<file path="src/rtl/pmc_pkg.sv">
package pmc_pkg;

  typedef enum logic [2:0] {
    REG_CTRL  = 3'd0,
    REG_COUNT = 3'd1,
    REG_OPPAT = 3'd2,
    REG_IA_LO = 3'd3,
    REG_IA_HI = 3'd4,
    REG_DA_LO = 3'd5,
    REG_DA_HI = 3'd6
  } reg_idx_e;

  localparam int SEL_W   = 4;
  localparam int RNG_N   = 2;
  localparam int OVF_BIT = 10;
  localparam int MASK_LSB = 16;

  typedef struct packed {
    logic [3:0]       pl_mask;
    logic             rsv11;
    logic             ovf;
    logic             irq_en;
    logic             da_en;
    logic             ia_en;
    logic             pl_en;
    logic             op_en;
    logic             cnt_en;
    logic [SEL_W-1:0] evsel;
  } ctrl_t;

endpackage

</file>
<file path="src/rtl/pmc_range_cmp.sv">
module pmc_range_cmp #(
  parameter int AW = 32
) (
  input  logic          en,
  input  logic [AW-1:0] lo,
  input  logic [AW-1:0] hi,
  input  logic [AW-1:0] addr,
  output logic          ok
);
  function automatic logic inside_win(input logic [AW-1:0] l, input logic [AW-1:0] h,
                                      input logic [AW-1:0] a);
    return (a >= l) && (a <= h);
  endfunction

  assign ok = !en || inside_win(lo, hi, addr);
endmodule

</file>
<file path="src/rtl/pmc_filter.sv">
module pmc_filter
  import pmc_pkg::*;
#(
  parameter int N_EVT = 16,
  parameter int OP_W  = 8,
  parameter int AW    = 32
) (
  input  ctrl_t          ctrl,
  input  logic [OP_W-1:0] op_pat,
  input  logic [OP_W-1:0] op_mask,
  input  logic [AW-1:0]  rng_lo [RNG_N],
  input  logic [AW-1:0]  rng_hi [RNG_N],
  input  logic [N_EVT-1:0] evt_pulse,
  input  logic [OP_W-1:0] opcode,
  input  logic [1:0]     priv,
  input  logic [AW-1:0]  iaddr,
  input  logic [AW-1:0]  daddr,
  output logic           evt_hit,
  output logic           filt_ok
);
  function automatic logic op_agree(input logic [OP_W-1:0] op, input logic [OP_W-1:0] pat,
                                    input logic [OP_W-1:0] msk);
    return (op & msk) == (pat & msk);
  endfunction

  logic [AW-1:0] rng_addr [RNG_N];
  logic          rng_en   [RNG_N];
  logic [RNG_N-1:0] rng_ok;
  logic op_ok, pl_ok;

  assign rng_addr[0] = iaddr;
  assign rng_addr[1] = daddr;
  assign rng_en[0]   = ctrl.ia_en;
  assign rng_en[1]   = ctrl.da_en;

  for (genvar g = 0; g < RNG_N; g++) begin : g_rng
    pmc_range_cmp #(.AW(AW)) cmp_i (
      .en  (rng_en[g]),
      .lo  (rng_lo[g]),
      .hi  (rng_hi[g]),
      .addr(rng_addr[g]),
      .ok  (rng_ok[g])
    );
  end

  assign op_ok = !ctrl.op_en || op_agree(opcode, op_pat, op_mask);
  assign pl_ok = !ctrl.pl_en || ctrl.pl_mask[priv];

  always_comb begin
    evt_hit = 1'b0;
    for (int i = 0; i < N_EVT; i++)
      if (ctrl.evsel == SEL_W'(i)) evt_hit = evt_pulse[i];
  end

  assign filt_ok = op_ok && pl_ok && (&rng_ok);
endmodule

</file>
<file path="src/rtl/pmc_regs.sv">
module pmc_regs
  import pmc_pkg::*;
#(
  parameter int DW    = 32,
  parameter int CNT_W = 32,
  parameter int OP_W  = 8,
  parameter int AW    = 32
) (
  input  logic            clk,
  input  logic            rst_n,
  input  logic            bus_sel,
  input  logic            bus_wr,
  input  logic [2:0]      bus_addr,
  input  logic [DW-1:0]   bus_wdata,
  output logic [DW-1:0]   bus_rdata,
  input  logic            cnt_inc,
  output ctrl_t           ctrl,
  output logic [OP_W-1:0] op_pat,
  output logic [OP_W-1:0] op_mask,
  output logic [AW-1:0]   rng_lo [RNG_N],
  output logic [AW-1:0]   rng_hi [RNG_N],
  output logic [CNT_W-1:0] cnt_q,
  output logic            ovf_q,
  output logic            sw_cnt_wr,
  output logic            ovf_clr,
  output logic            cnt_wrap
);
  localparam logic [CNT_W-1:0] CNT_MAX = '1;

  function automatic logic [CNT_W-1:0] bump(input logic [CNT_W-1:0] c);
    return c + CNT_W'(1);
  endfunction

  ctrl_t ctrl_q;
  logic wr_en;

  assign wr_en     = bus_sel && bus_wr;
  assign sw_cnt_wr = wr_en && (bus_addr == REG_COUNT);
  assign ovf_clr   = wr_en && (bus_addr == REG_CTRL) && bus_wdata[OVF_BIT];
  assign cnt_wrap  = cnt_inc && !sw_cnt_wr && (cnt_q == CNT_MAX);

  always_ff @(posedge clk or negedge rst_n) begin
    if (!rst_n) begin
      ctrl_q  <= '0;
      op_pat  <= '0;
      op_mask <= '0;
      for (int i = 0; i < RNG_N; i++) begin
        rng_lo[i] <= '0;
        rng_hi[i] <= '0;
      end
    end else if (wr_en) begin
      case (bus_addr)
        REG_CTRL: begin
          ctrl_q       <= ctrl_t'(bus_wdata[15:0]);
          ctrl_q.ovf   <= 1'b0;
          ctrl_q.rsv11 <= 1'b0;
        end
        REG_OPPAT: begin
          op_pat  <= bus_wdata[OP_W-1:0];
          op_mask <= bus_wdata[MASK_LSB +: OP_W];
        end
        REG_IA_LO: rng_lo[0] <= bus_wdata[AW-1:0];
        REG_IA_HI: rng_hi[0] <= bus_wdata[AW-1:0];
        REG_DA_LO: rng_lo[1] <= bus_wdata[AW-1:0];
        REG_DA_HI: rng_hi[1] <= bus_wdata[AW-1:0];
        default: ;
      endcase
    end
  end

  always_ff @(posedge clk or negedge rst_n) begin
    if (!rst_n)          cnt_q <= '0;
    else if (sw_cnt_wr)  cnt_q <= bus_wdata[CNT_W-1:0];
    else if (cnt_inc)    cnt_q <= bump(cnt_q);
  end

  always_ff @(posedge clk or negedge rst_n) begin
    if (!rst_n)        ovf_q <= 1'b0;
    else if (cnt_wrap) ovf_q <= 1'b1;
    else if (ovf_clr)  ovf_q <= 1'b0;
  end

  always_comb begin
    ctrl     = ctrl_q;
    ctrl.ovf = ovf_q;
  end

  always_comb begin
    bus_rdata = '0;
    case (bus_addr)
      REG_CTRL:  bus_rdata = DW'(ctrl);
      REG_COUNT: bus_rdata = DW'(cnt_q);
      REG_OPPAT: begin
        bus_rdata[OP_W-1:0]         = op_pat;
        bus_rdata[MASK_LSB +: OP_W] = op_mask;
      end
      REG_IA_LO: bus_rdata = DW'(rng_lo[0]);
      REG_IA_HI: bus_rdata = DW'(rng_hi[0]);
      REG_DA_LO: bus_rdata = DW'(rng_lo[1]);
      REG_DA_HI: bus_rdata = DW'(rng_hi[1]);
      default:   bus_rdata = '0;
    endcase
  end
endmodule

</file>
<file path="src/rtl/perf_evt_counter.sv">
module perf_evt_counter
  import pmc_pkg::*;
#(
  parameter int N_EVT = 16,
  parameter int OP_W  = 8,
  parameter int AW    = 32,
  parameter int DW    = 32,
  parameter int CNT_W = 32
) (
  input  logic             clk,
  input  logic             rst_n,
  input  logic             bus_sel,
  input  logic             bus_wr,
  input  logic [2:0]       bus_addr,
  input  logic [DW-1:0]    bus_wdata,
  output logic [DW-1:0]    bus_rdata,
  input  logic [N_EVT-1:0] evt_pulse,
  input  logic [OP_W-1:0]  ctx_opcode,
  input  logic [1:0]       ctx_priv,
  input  logic [AW-1:0]    ctx_iaddr,
  input  logic [AW-1:0]    ctx_daddr,
  output logic             irq
);
  ctrl_t           ctrl;
  logic [OP_W-1:0] op_pat, op_mask;
  logic [AW-1:0]   rng_lo [RNG_N];
  logic [AW-1:0]   rng_hi [RNG_N];
  logic [CNT_W-1:0] cnt_q;
  logic ovf_q, sw_cnt_wr, ovf_clr, cnt_wrap;
  logic evt_hit, filt_ok, cnt_inc;

  pmc_filter #(.N_EVT(N_EVT), .OP_W(OP_W), .AW(AW)) filt_i (
    .ctrl     (ctrl),
    .op_pat   (op_pat),
    .op_mask  (op_mask),
    .rng_lo   (rng_lo),
    .rng_hi   (rng_hi),
    .evt_pulse(evt_pulse),
    .opcode   (ctx_opcode),
    .priv     (ctx_priv),
    .iaddr    (ctx_iaddr),
    .daddr    (ctx_daddr),
    .evt_hit  (evt_hit),
    .filt_ok  (filt_ok)
  );

  assign cnt_inc = ctrl.cnt_en && evt_hit && filt_ok;

  pmc_regs #(.DW(DW), .CNT_W(CNT_W), .OP_W(OP_W), .AW(AW)) regs_i (
    .clk      (clk),
    .rst_n    (rst_n),
    .bus_sel  (bus_sel),
    .bus_wr   (bus_wr),
    .bus_addr (bus_addr),
    .bus_wdata(bus_wdata),
    .bus_rdata(bus_rdata),
    .cnt_inc  (cnt_inc),
    .ctrl     (ctrl),
    .op_pat   (op_pat),
    .op_mask  (op_mask),
    .rng_lo   (rng_lo),
    .rng_hi   (rng_hi),
    .cnt_q    (cnt_q),
    .ovf_q    (ovf_q),
    .sw_cnt_wr(sw_cnt_wr),
    .ovf_clr  (ovf_clr),
    .cnt_wrap (cnt_wrap)
  );

  assign irq = ovf_q && ctrl.irq_en;
endmodule

</file>
<file path="config.mk">
export PLATFORM = sky130hd
export DESIGN_NAME = perf_evt_counter
export DESIGN_NICKNAME = d
export VERILOG_FILES = /design/src/rtl/pmc_pkg.sv /design/src/rtl/pmc_range_cmp.sv /design/src/rtl/pmc_filter.sv /design/src/rtl/pmc_regs.sv /design/src/rtl/perf_evt_counter.sv
export SDC_FILE = /design/constraint.sdc
export NUM_CORES = 1
export LEC_CHECK = 0
export BUFFER_PORTS_ARGS = -buffer_cell sky130_fd_sc_hd__buf_2
export CORE_MARGIN = 2
export CORE_UTILIZATION = 30
export CTS_CLUSTER_DIAMETER = 40
export DETAILED_ROUTE_END_ITERATION = 7
export MAX_ROUTING_LAYER = met4
export PLACE_DENSITY = 0.48
export SYNTH_ARGS = -nofsm -noshare
export SYNTH_HDL_FRONTEND = slang
export SYNTH_SLANG_ARGS = --single-unit
</file>
<file path="constraint.sdc">
create_clock -name clk -period 7.1 [get_ports clk]
set_clock_uncertainty 0.15 [all_clocks]
set_input_delay 1.42 -clock clk [delete_from_list [all_inputs] [get_ports clk]]
set_output_delay 1.42 -clock clk [all_outputs]
set_load 0.1 [all_outputs]
</file>
==> metrics.md, run 1 <==
| Metric | Value |
|---|---|
| Worst VDD drop | `0.1579 mV` |
| Cts hold-fix bufs | `0` |
| Hpwl dp | `~35000 um` |
| Pwr Density | `273.1 nW/um^2` |
| Ratio of cells with drive above 1 in the final layout | `0.1983` |
| Row Count | `75` |
| Final Hold Fails | `0` |
| Clock transition at path regs | `0.08 ns` |
| Worst setup EP type | `primary output` |
| Worst Hold End | `regs_i.rng_hi[36]` |
| Critical Path RT | `5.53 ns` |
| Synth cell types | `69` |
| GR Overflow Total | `0` |
| DRC errors left | `0` |
| CTS buffer count | `17` |
| Worst hold path cell count | `1` |
| FF-to-FF End | `regs_i.cnt_q[26]` |
| Post-synth EDFFs | `0` |
| Root buffer cell | `clkbuf_16` |
| Hold_sp | `regs_i.rng_hi[36]` |
| Die ar. | `44100 um^2` |
| CTS tree | `yes` |
| Core area | `41950 um^2` |
| Status | `finished clean` |
| Async SR Flop Fraction | `1.000` |
| Initial Util | `0.3035` |
| CP Max Fanout | `30` |
| Worst slew pin tran | `1.207 ns` |
| Vias/cell | `5.247` |
| Port buffer count | `161` |
| Synth Flop Type | `dfrtp_1` |
| Max Cap Violations | `0` |
| Synth warn | `0` |
| CTS Sinks | `191` |
| WP data arrival | `around 4.5 ns` |
| Mapped Avg Cell Area | `9.119 um^2` |
| Syn nets | `1654` |
| Max incr delay on CP | `0.78 ns` |
| # fillers | `roughly 4300` |
| Worst Setup SP | `bus_addr[0]` |
| Unrepaired setup endpoints after global routing | `false` |
| Final period util | `0.8518` |
| Slew HR | `0.1956` |
| R2r worst-path depth | `11` |
| Non-filler cells, final | `about 2100` |
| #FFs+latches synth | `about 190` |
| Final ANT Viol Nets | `0` |
| Initial DRC Count | `887` |
| Area delta synth->final | `15.53%` |
| Setup CP Type | `primary input to primary output` |
| Reg2Reg Setup Slack | `3.12 ns` |
| Initial antenna violation count | `1` |
| Wire per inst | `21.87 um` |
| Die H | `210.0 um` |
| Mapped Area | `between 10000 and 15000 um^2` |
| Pre-Repair DR Iteration Count | `5` |
| Number of slew-limit violations in the final report | `0` |
| Setup Buffers After CTS | `0` |
| Layout Nets | `1783` |
| Vias in the first global route | `10860` |
| Tmin final | `6.048 ns` |
| Met2 usage | `0.3392` |
| Post-synthesis sequential area ratio | `0.3755` |
| Worst skew pair latency | `0.46 ns` |
| Grt met3 use | `0.03903` |
| Min-Delay Path Class | `flop to flop` |
| Final setup TNS | `0 ns` |
| Placed cells | `2045` |
| M1 GR Usage | `0.2829` |
| R2R Path Start | `regs_i.rng_hi[61]` |
| Die Width | `210.0 um` |
| Post-synthesis cell count | `between 1000 and 1500` |
| Worst-path cell with the longest stage delay | `nor2_1` |
| Number of top-level pins | `162` |
| Worst setup SP type | `primary input` |
| Final wirelength | `~45000 um` |
| Global-route wire length before repair | `a little under 70000 um` |
| Setup violators final | `0` |
| Leak | `0.006851 uW` |
| Highest Clock Rate | `165.3 MHz` |
| Largest net degree at the start of global routing | `160` |
| GRT Max-Usage Layer | `met2` |
| Routed via count | `10900` |
| Crit-path cells | `buf_2, inv_1, buf_4, nor2_1, a221oi_1, o21ai_0, buf_2` |
| GRT Total Usage | `0.2163` |
| Top cell by count, worst path | `buf_2` |
| Resized cells post-CTS | `0` |
| CTS max path bufs | `2` |
| # H-tree levels | `4` |
| Final GP Congestion | `0.8961` |
[routing by layer]
metal,wire [um],part of all wire
met4,1379,0.030
met1,20480,0.45
met5,0,0
met3,2565,0.056
met2,21020,0.46
[power breakdown]
group / switching, uW / internal (uW)
combinational: 894 / 528
sequential: 254 / 1340
clock: 493 / 508
total: 1640 / 2380
[worst max-delay path, delay by kind of cell]
family	cells	cell delay [ns]
buffers and inverters	4	1.71
and+or+nand+nor	1	0.78
AOI/OAI and AO/OA	2	0.53
[stage by stage]
step                      setup slack, ns  cell area (um^2)    util  total power (uW)  hold slack (ns)
after floorplan                    0.6804             12730       -              2537           0.3211
after global placement              1.227             14120  0.3366              3007           0.3368
after detailed placement            1.216             14120  0.3366              3031           0.3460
after CTS                           1.194             14700  0.3505              4037           0.3635
after global routing               0.9451             14710  0.3506              4281           0.3764
final                               1.052             14710  0.3506              4016           0.3619
[worst max-delay path by stage]
stage	endpoint	slack (ns)
2_1_floorplan	bus_rdata[24]	0.68
3_3_place_gp	bus_rdata[3]	1.23
3_5_place_dp	bus_rdata[3]	1.22
6_report	bus_rdata[3]	1.05
5_1_grt	bus_rdata[3]	0.95
4_1_cts	bus_rdata[3]	1.19
[cell families after synthesis]
logic type	synth area share
xor+xnor	0.01445
buf+inv	0.05986
compound gates	0.1695
fa+ha+maj	0.1268
flops	0.3755
mux	0.1111
simple gates	0.1429
[final cells by class]
| type | instances | area, um^2 | area share |
|---|---|---|---|
| tap | 539 | 674.4 | 0.04586 |
| multi-input combinational | 1006 | 7226 | 0.4913 |
| sequential | 191 | 4780 | 0.3250 |
| clock inverter | 14 | 146.4 | 0.009954 |
| inverter | 133 | 499.2 | 0.03395 |
| timing repair buffer | 176 | 939.7 | 0.06389 |
| clock buffer | 18 | 439.2 | 0.02986 |
| antenna | 1 | 2.502 | 0.0001702 |
[state kept, by name, indices dropped and copies added (netlist names)]
name,count
regs_i.cnt_q,32
regs_i.ctrl,14
regs_i.op_mask,8
regs_i.op_pat,8
regs_i.ovf_q,1
regs_i.rng_hi,64
regs_i.rng_lo,64
[layout by cell type (no fill, tap or decap), types with 14 or more instances in the layout]
| cell | Yosys | layout |
|---|---|---|
| dfrtp_1 | 191 | 191 |
| clkbuf_16 | 0 | 17 |
| mux2i_1 | 40 | 40 |
| buf_4 | 2 | 14 |
| nor4_1 | 14 | 14 |
| mux2_2 | 74 | 74 |
| nand3_1 | 23 | 23 |
| o21ai_0 | 129 | 129 |
| nand2_1 | 166 | 166 |
| nand4_1 | 22 | 22 |
| a221oi_1 | 16 | 16 |
| buf_2 | 6 | 160 |
| nor2_1 | 79 | 75 |
| inv_1 | 133 | 133 |
| a21oi_1 | 84 | 84 |
| and3_1 | 17 | 17 |
| ha_1 | 129 | 129 |
[cells in the mapped netlist, types with 14 or more instances]
cell | number | area share
and3_1 | 17 | 0.0084
o21ai_0 | 129 | 0.051
inv_1 | 133 | 0.039
a21oi_1 | 84 | 0.033
mux2i_1 | 40 | 0.031
a221oi_1 | 16 | 0.011
dfrtp_1 | 191 | 0.38
nor2_1 | 79 | 0.023
nand4_1 | 22 | 0.011
ha_1 | 129 | 0.13
nand2_1 | 166 | 0.049
nand3_1 | 23 | 0.0090
clkbuf_1 | 54 | 0.016
mux2_2 | 74 | 0.065
nor4_1 | 14 | 0.0069
Note: power is estimated with default switching activity, not from simulation.
==> run 2, diff against run 1 <==
--- a/config.mk
+++ b/config.mk
@@ -11,7 +11,8 @@
 export CTS_CLUSTER_DIAMETER = 40
 export DETAILED_ROUTE_END_ITERATION = 7
 export MAX_ROUTING_LAYER = met4
-export PLACE_DENSITY = 0.48
+export PLACE_DENSITY = 0.5
+export SLEW_MARGIN = 20
 export SYNTH_ARGS = -nofsm -noshare
 export SYNTH_HDL_FRONTEND = slang
 export SYNTH_SLANG_ARGS = --single-unit
==> constraint.sdc (replaced) <==
create_clock -name clk -period 5.45 [get_ports clk]
set_clock_uncertainty 0.15 [all_clocks]
set_input_delay 1.09 -clock clk [delete_from_list [all_inputs] [get_ports clk]]
set_output_delay 1.09 -clock clk [all_outputs]
set_load 0.1 [all_outputs]
==> run 2 against run 1 <==
  * Routed wire length fell by 0.22%
  * Non-clock buffer count rose by 12
  * Sequential share of layout area fell by 1.1 points
  * Sequential power rose by 30%
  * Final area rose by 3.3%
  * Clock power rose by 32%
  * Via count rose by 0.30%
  * Die area did not move
==> metrics.md, run 2 (same netlist as run 1, synthesis figures left out) <==
| Metric | Value |
|---|---|
| Status | `finished clean` |
| Max incr delay on CP | `0.84 ns` |
| Pwr Density | `352.8 nW/um^2` |
| Crit-path cells | `buf_2, ha_1, nand4_1, nor4_1, a2111oi_0, o2111ai_1, o211ai_2, nor3_2, buf_4, a21oi_1, a311o_1` |
| CTS max path bufs | `2` |
| Max Cap Violations | `0` |
| Pre-Repair DR Iteration Count | `5` |
| Worst-path cell with the longest stage delay | `nor4_1` |
| DR top layer | `met4` |
| Global-route wire length before repair | `roughly 70000 um` |
| Switching Share | `0.4101` |
| Number of top-level pins | `162` |
| Die H | `between 200 and 250 um` |
| Critical Path RT | `between 5 and 6 ns` |
| Pint | `approximately 3200 uW` |
| WP data arrival | `about 4.8 ns` |
| CTS tree | `yes` |
| DR WL met2 | `~22000 um` |
| WL met1 | `20030 um` |
| Min-Delay Path Class | `flop to flop` |
| Worst setup SP type | `primary input` |
| Initial Util | `0.3035` |
| CP Max Fanout | `14` |
| # H-tree levels | `4` |
| Hold Slack | `0.3612 ns` |
| CTS Sinks | `roughly 190` |
| Most common cell after layout, fill and taps aside | `dfrtp_1` |
| GRT Total Usage | `0.2155` |
| Final Power | `between 5000 and 6000 uW` |
| Row Count | `75` |
| DRC errors left | `0` |
| Slew HR | `0.3273` |
| Routed via count | `~11000` |
| Die ar. | `44100 um^2` |
| Largest net degree at the start of global routing | `94` |
| Area delta synth->final | `19.39%` |
| Worst VDD drop | `0.1881 mV` |
| Reg power frac | `0.385` |
| Worst hold path cell count | `1` |
| Worst slew pin tran | `1.009 ns` |
| Core area | `approximately 42000 um^2` |
| Psw | `2199 uW` |
| Layout Nets | `1795` |
| Placed Area | `14590 um^2` |
| Setup Buffers After CTS | `0` |
| Final ANT Viol Nets | `0` |
| R2r worst-path depth | `11` |
| Cts hold-fix bufs | `0` |
| Worst skew pair latency | `0.46 ns` |
| ANT cells | `0` |
| Die Width | `~210 um` |
| Setup CP Type | `primary input to flop` |
| Final GP Congestion | `0.9216` |
| Final setup TNS | `0 ns` |
| Hpwl dp | `35080 um` |
| Initial antenna violation count | `1` |
| Final Hold Fails | `0` |
| Ratio of cells with drive above 1 in the final layout | `0.2045` |
| Number of slew-limit violations in the final report | `0` |
| Wire length on met3 | `2553 um` |
| Wire per inst | `about 22 um` |
| Final wirelength | `45340 um` |
| Top flop regs | `regs_i.rng_hi (64), regs_i.rng_lo (64), regs_i.cnt_q (32)` |
| Clock network fraction of design power | `0.246` |
| Resized cells post-CTS | `0` |
| Leak | `0.007035 uW` |
| Tmin final | `4.616 ns` |
| Setup violators final | `0` |
| Vias in the first global route | `10990` |
| GR Overflow Total | `0` |
| Highest Clock Rate | `between 200 and 250 MHz` |
| Root buffer cell | `clkbuf_16` |
| Most frequent cells in the layout | `dfrtp_1 (191), nand2_1 (166), buf_2 (134), inv_1 (133), ha_1 (129)` |
| Clock transition at path regs | `0.08 ns` |
| Final period util | `0.8470` |
| Worst setup EP type | `flop` |
| Vias/cell | `5.236` |
| Port buffer count | `161` |
| Logic gate share of total power | `0.369` |
| Unrepaired setup endpoints after global routing | `false` |
| Final instance area | `15200 um^2` |
| CTS buffer count | `17` |
| Initial DRC Count | `823` |
-- run 2: cell types whose count changed in the layout (fill, tap and decap cells not counted), sizes merged --
cell,previous run,this run
buf,175,187
bufinv,1,0
clkbuf,19,18
clkinv,4,7
diode,1,0
inv,141,140
-- run 2: path summary, 6_finish.rpt --
path                                   startpoint           endpoint  slack (ns)
worst min-delay path            regs_i.rng_hi[36]  regs_i.rng_hi[36]        0.36
worst max register to register  regs_i.rng_lo[30]   regs_i.cnt_q[26]        1.19
min in group asynchronous                   rst_n  regs_i.rng_lo[35]        0.57
worst min register to register  regs_i.rng_hi[36]  regs_i.rng_hi[36]        0.36
worst max-delay path                ctx_daddr[30]   regs_i.cnt_q[26]        0.83
max in group asynchronous                   rst_n  regs_i.rng_hi[18]        3.33
-- run 2: critical path: cells and delay by family --
kind / cells / cell delay (ns)
AOI/OAI and AO/OA: 5 / 1.33
adders and majority gates: 1 / 0.31
and+or+nand+nor: 3 / 1.64
buffers and inverters: 2 / 0.41
-- run 2: stage by stage --
stage / std cells / worst slack [ns] / util
after global routing: 2089 / 0.6727 / 0.3623
final: 2089 / 0.8338 / 0.3623
after floorplan: 1396 / 0.04988 / -
after global placement: 2057 / 0.4065 / 0.3477
after CTS: 2089 / 0.8347 / 0.3623
after detailed placement: 2057 / 0.3433 / 0.3477
-- run 2: metal layers --
metal | track usage | up-vias
met5 | - | -
met4 | 0.06212 | 0
met3 | 0.03605 | 37
met2 | 0.3480 | 305
met1 | 0.2791 | 5328
li1 | - | 5267
-- run 2: area by class of cell --
| cell class | instances | area, um^2 |
|---|---|---|
| sequential | 191 | 4780 |
| fill | 4282 | 26750 |
| clock inverter | 15 | 186.4 |
| tap | 539 | 674.4 |
| timing repair buffer | 188 | 1408 |
| inverter | 133 | 499.2 |
| clock buffer | 17 | 425.4 |
| multi-input combinational | 1006 | 7226 |
-- run 2: power groups by stage --
stage | clock (uW) | sequential (uW) | combinational, uW
after floorplan | 0 | 1940 | 1370
after global placement | 0 | 2080 | 1950
after detailed placement | 0 | 2090 | 1980
after CTS | 1350 | 2060 | 1990
after global routing | 1400 | 2110 | 2200
final | 1320 | 2060 | 1980
==> run 3, diff against run 2 <==
==> constraint.sdc (replaced) <==
create_clock -name clk -period 3.8 [get_ports clk]
set_clock_uncertainty 0.15 [all_clocks]
set_input_delay 0.76 -clock clk [delete_from_list [all_inputs] [get_ports clk]]
set_output_delay 0.76 -clock clk [all_outputs]
set_load 0.1 [all_outputs]
==> run 3 against run 2 <==
  * Final area up 3.9%
  * Utilization up 1.4 points
  * Sequential power up 43%
  * Via count up 1.9%
  * Non-clock buffer count up 45
  * Sequential share of layout area down 1.2 points
  * Largest power group is now combinational cells
==> metrics.md, run 3 (same netlist as run 1, synthesis figures left out) <==
| Metric | Value |
|---|---|
| Max incr delay on CP | `0.66 ns` |
| Most frequent cells in the layout | `dfrtp_1 (191), nand2_1 (166), buf_2 (134), inv_1 (133), ha_1 (129)` |
| R2R Path Start | `regs_i.rng_lo[0]` |
| Placed Area | `15220 um^2` |
| Highest Clock Rate | `about 280 MHz` |
| Logic gate share of total power | `0.387` |
| Crit-path cells | `buf_2, ha_1, a21o_1, a31oi_1, o31ai_1, a2111oi_0, buf_4, o2111ai_1, o211ai_2, nor3_1, buf_4, buf_4, and3_1, a211o_1` |
| Worst VDD drop | `between 0.3 and 0.4 mV` |
| CP Max Fanout | `11` |
| Worst Setup SP | `ctx_daddr[2]` |
| DRC errors left | `0` |
| Worst setup EP type | `flop` |
| Ratio of cells with drive above 1 in the final layout | `0.2451` |
| Largest net degree at the start of global routing | `93` |
| Die ar. | `around 44000 um^2` |
| Switching Share | `0.4020` |
| Routed via count | `11140` |
| Number of slew-limit violations in the final report | `0` |
| Final wirelength | `46060 um` |
| CTS max path bufs | `2` |
| Root buffer cell | `clkbuf_16` |
| Vias in the first global route | `11050` |
| CTS tree | `yes` |
| Cts hold-fix bufs | `0` |
| Unrepaired setup endpoints after global routing | `false` |
| Final Power | `7802 uW` |
| Critical Path RT | `3.99 ns` |
| CTS Sinks | `191` |
| Non-filler cells, final | `2134` |
| Worst skew pair latency | `roughly 0.45 ns` |
| Die H | `roughly 210 um` |
| Vias/cell | `5.220` |
| Min-Delay Path Class | `primary input to async pin` |
| Die Width | `210.0 um` |
| ANT cells | `0` |
| Reg power frac | `0.379` |
| Tmin final | `3.548 ns` |
| Most common cell after layout, fill and taps aside | `dfrtp_1` |
| Worst setup SP type | `primary input` |
| Initial Util | `0.3035` |
| Area delta synth->final | `24.08%` |
| Top flop regs | `regs_i.rng_hi (64), regs_i.rng_lo (64), regs_i.cnt_q (32)` |
| CTS buffer count | `17` |
| Worst-path cell with the longest stage delay | `a2111oi_0` |
| Final period util | `0.9337` |
| Final GP Congestion | `0.8927` |
| GR Overflow Total | `0` |
| Final ANT Viol Nets | `0` |
| Top cell by count, worst path | `buf_4` |
| Hold Slack | `0.1242 ns` |
| Core area | `41950 um^2` |
| Setup Buffers After CTS | `0` |
| Initial antenna violation count | `0` |
| Row Count | `75` |
| Wire per inst | `21.58 um` |
| Initial DRC Count | `810` |
| Number of top-level pins | `162` |
| WP data arrival | `3.73 ns` |
| # H-tree levels | `4` |
| Max Cap Violations | `0` |
| # fillers | `4218` |
| Placed cells | `about 2100` |
| Clock transition at path regs | `0.08 ns` |
| Setup CP Type | `primary input to flop` |
| GRT Total Usage | `0.2178` |
| Resized cells post-CTS | `0` |
| Port buffer count | `161` |
| Setup violators final | `0` |
| CP top delay family | `compound AO/OA/AOI/OAI gates` |
| Final Hold Fails | `0` |
| Global-route wire length before repair | `69620 um` |
| Worst slew pin tran | `0.7250 ns` |
| Status | `finished clean` |
| Clock network fraction of design power | `0.235` |
| Final instance area | `15800 um^2` |
| Layout Nets | `1840` |
| Leak | `0.007308 uW` |
| Pre-CTS setup slack | `-0.1805 ns` |
| Pre-Repair DR Iteration Count | `5` |
| Final WS setup | `0.2521 ns` |
| Psw | `3136 uW` |
| Hpwl dp | `36100 um` |
| Pwr Density | `494.0 nW/um^2` |
| CP Buf/Inv Count | `4` |
| Slew HR | `0.5155` |
| Pint | `4666 uW` |
## run 3: changes by cell type in the layout (fill, tap and decap cells not counted), sizes merged
cell      delta
clkinv       -3
clkinvlp     +2
buf         +45
bufinv       +1
## run 3: final cells by class
class                           count  area (um^2)  share of cell area
Clock buffer                       17        425.4             0.02693
Multi-Input combinational cell   1006         7447              0.4715
Tap cell                          539        674.4             0.04270
Clock inverter                     15        148.9            0.009427
Inverter                          133        499.2             0.03161
Sequential cell                   191         4780              0.3026
Timing Repair Buffer              233         1821              0.1153
## run 3: worst reg2reg max path, delay by kind of cell (launching register included)
family	cells	cell delay, ns
compound gates	6	1.57
buf+inv	3	0.57
flops	1	0.43
simple gates	3	0.40
fa+ha+maj	1	0.28
## run 3: per-stage QoR
stage               TNS (ns)  utilization
floorplan             -1.284            -
global placement     -0.6170       0.3629
detailed placement    -1.126       0.3629
CTS                        0       0.3766
global route               0       0.3766
finish                     0       0.3766
## run 3: routing by layer
| metal | track usage | part of all wire |
|---|---|---|
| met2 | 0.3374 | 0.46 |
| met4 | 0.05600 | 0.020 |
| met5 | - | 0 |
| met1 | 0.3043 | 0.48 |
| met3 | 0.02443 | 0.041 |
## run 3: final timing paths
path	slack [ns]	cells after the start	end
setup / recovery	0.25	14	regs_i.cnt_q[2]
setup reg to reg	0.29	13	regs_i.cnt_q[2]
hold / removal	0.12	1	regs_i.rng_hi[29]
hold reg to reg	0.36	1	regs_i.rng_hi[36]
min in group clk	0.36	1	regs_i.rng_hi[36]
max in group asynchronous	2.45	2	regs_i.rng_lo[6]
## run 3: power groups by stage
stage                     sequential, uW  clock, uW  combinational, uW
after floorplan                     2780          0               2030
after global placement              2980          0               2970
after detailed placement            2990          0               3020
after CTS                           2950       1870               3030
after global routing                3020       1940               3330
final                               2950       1830               3020
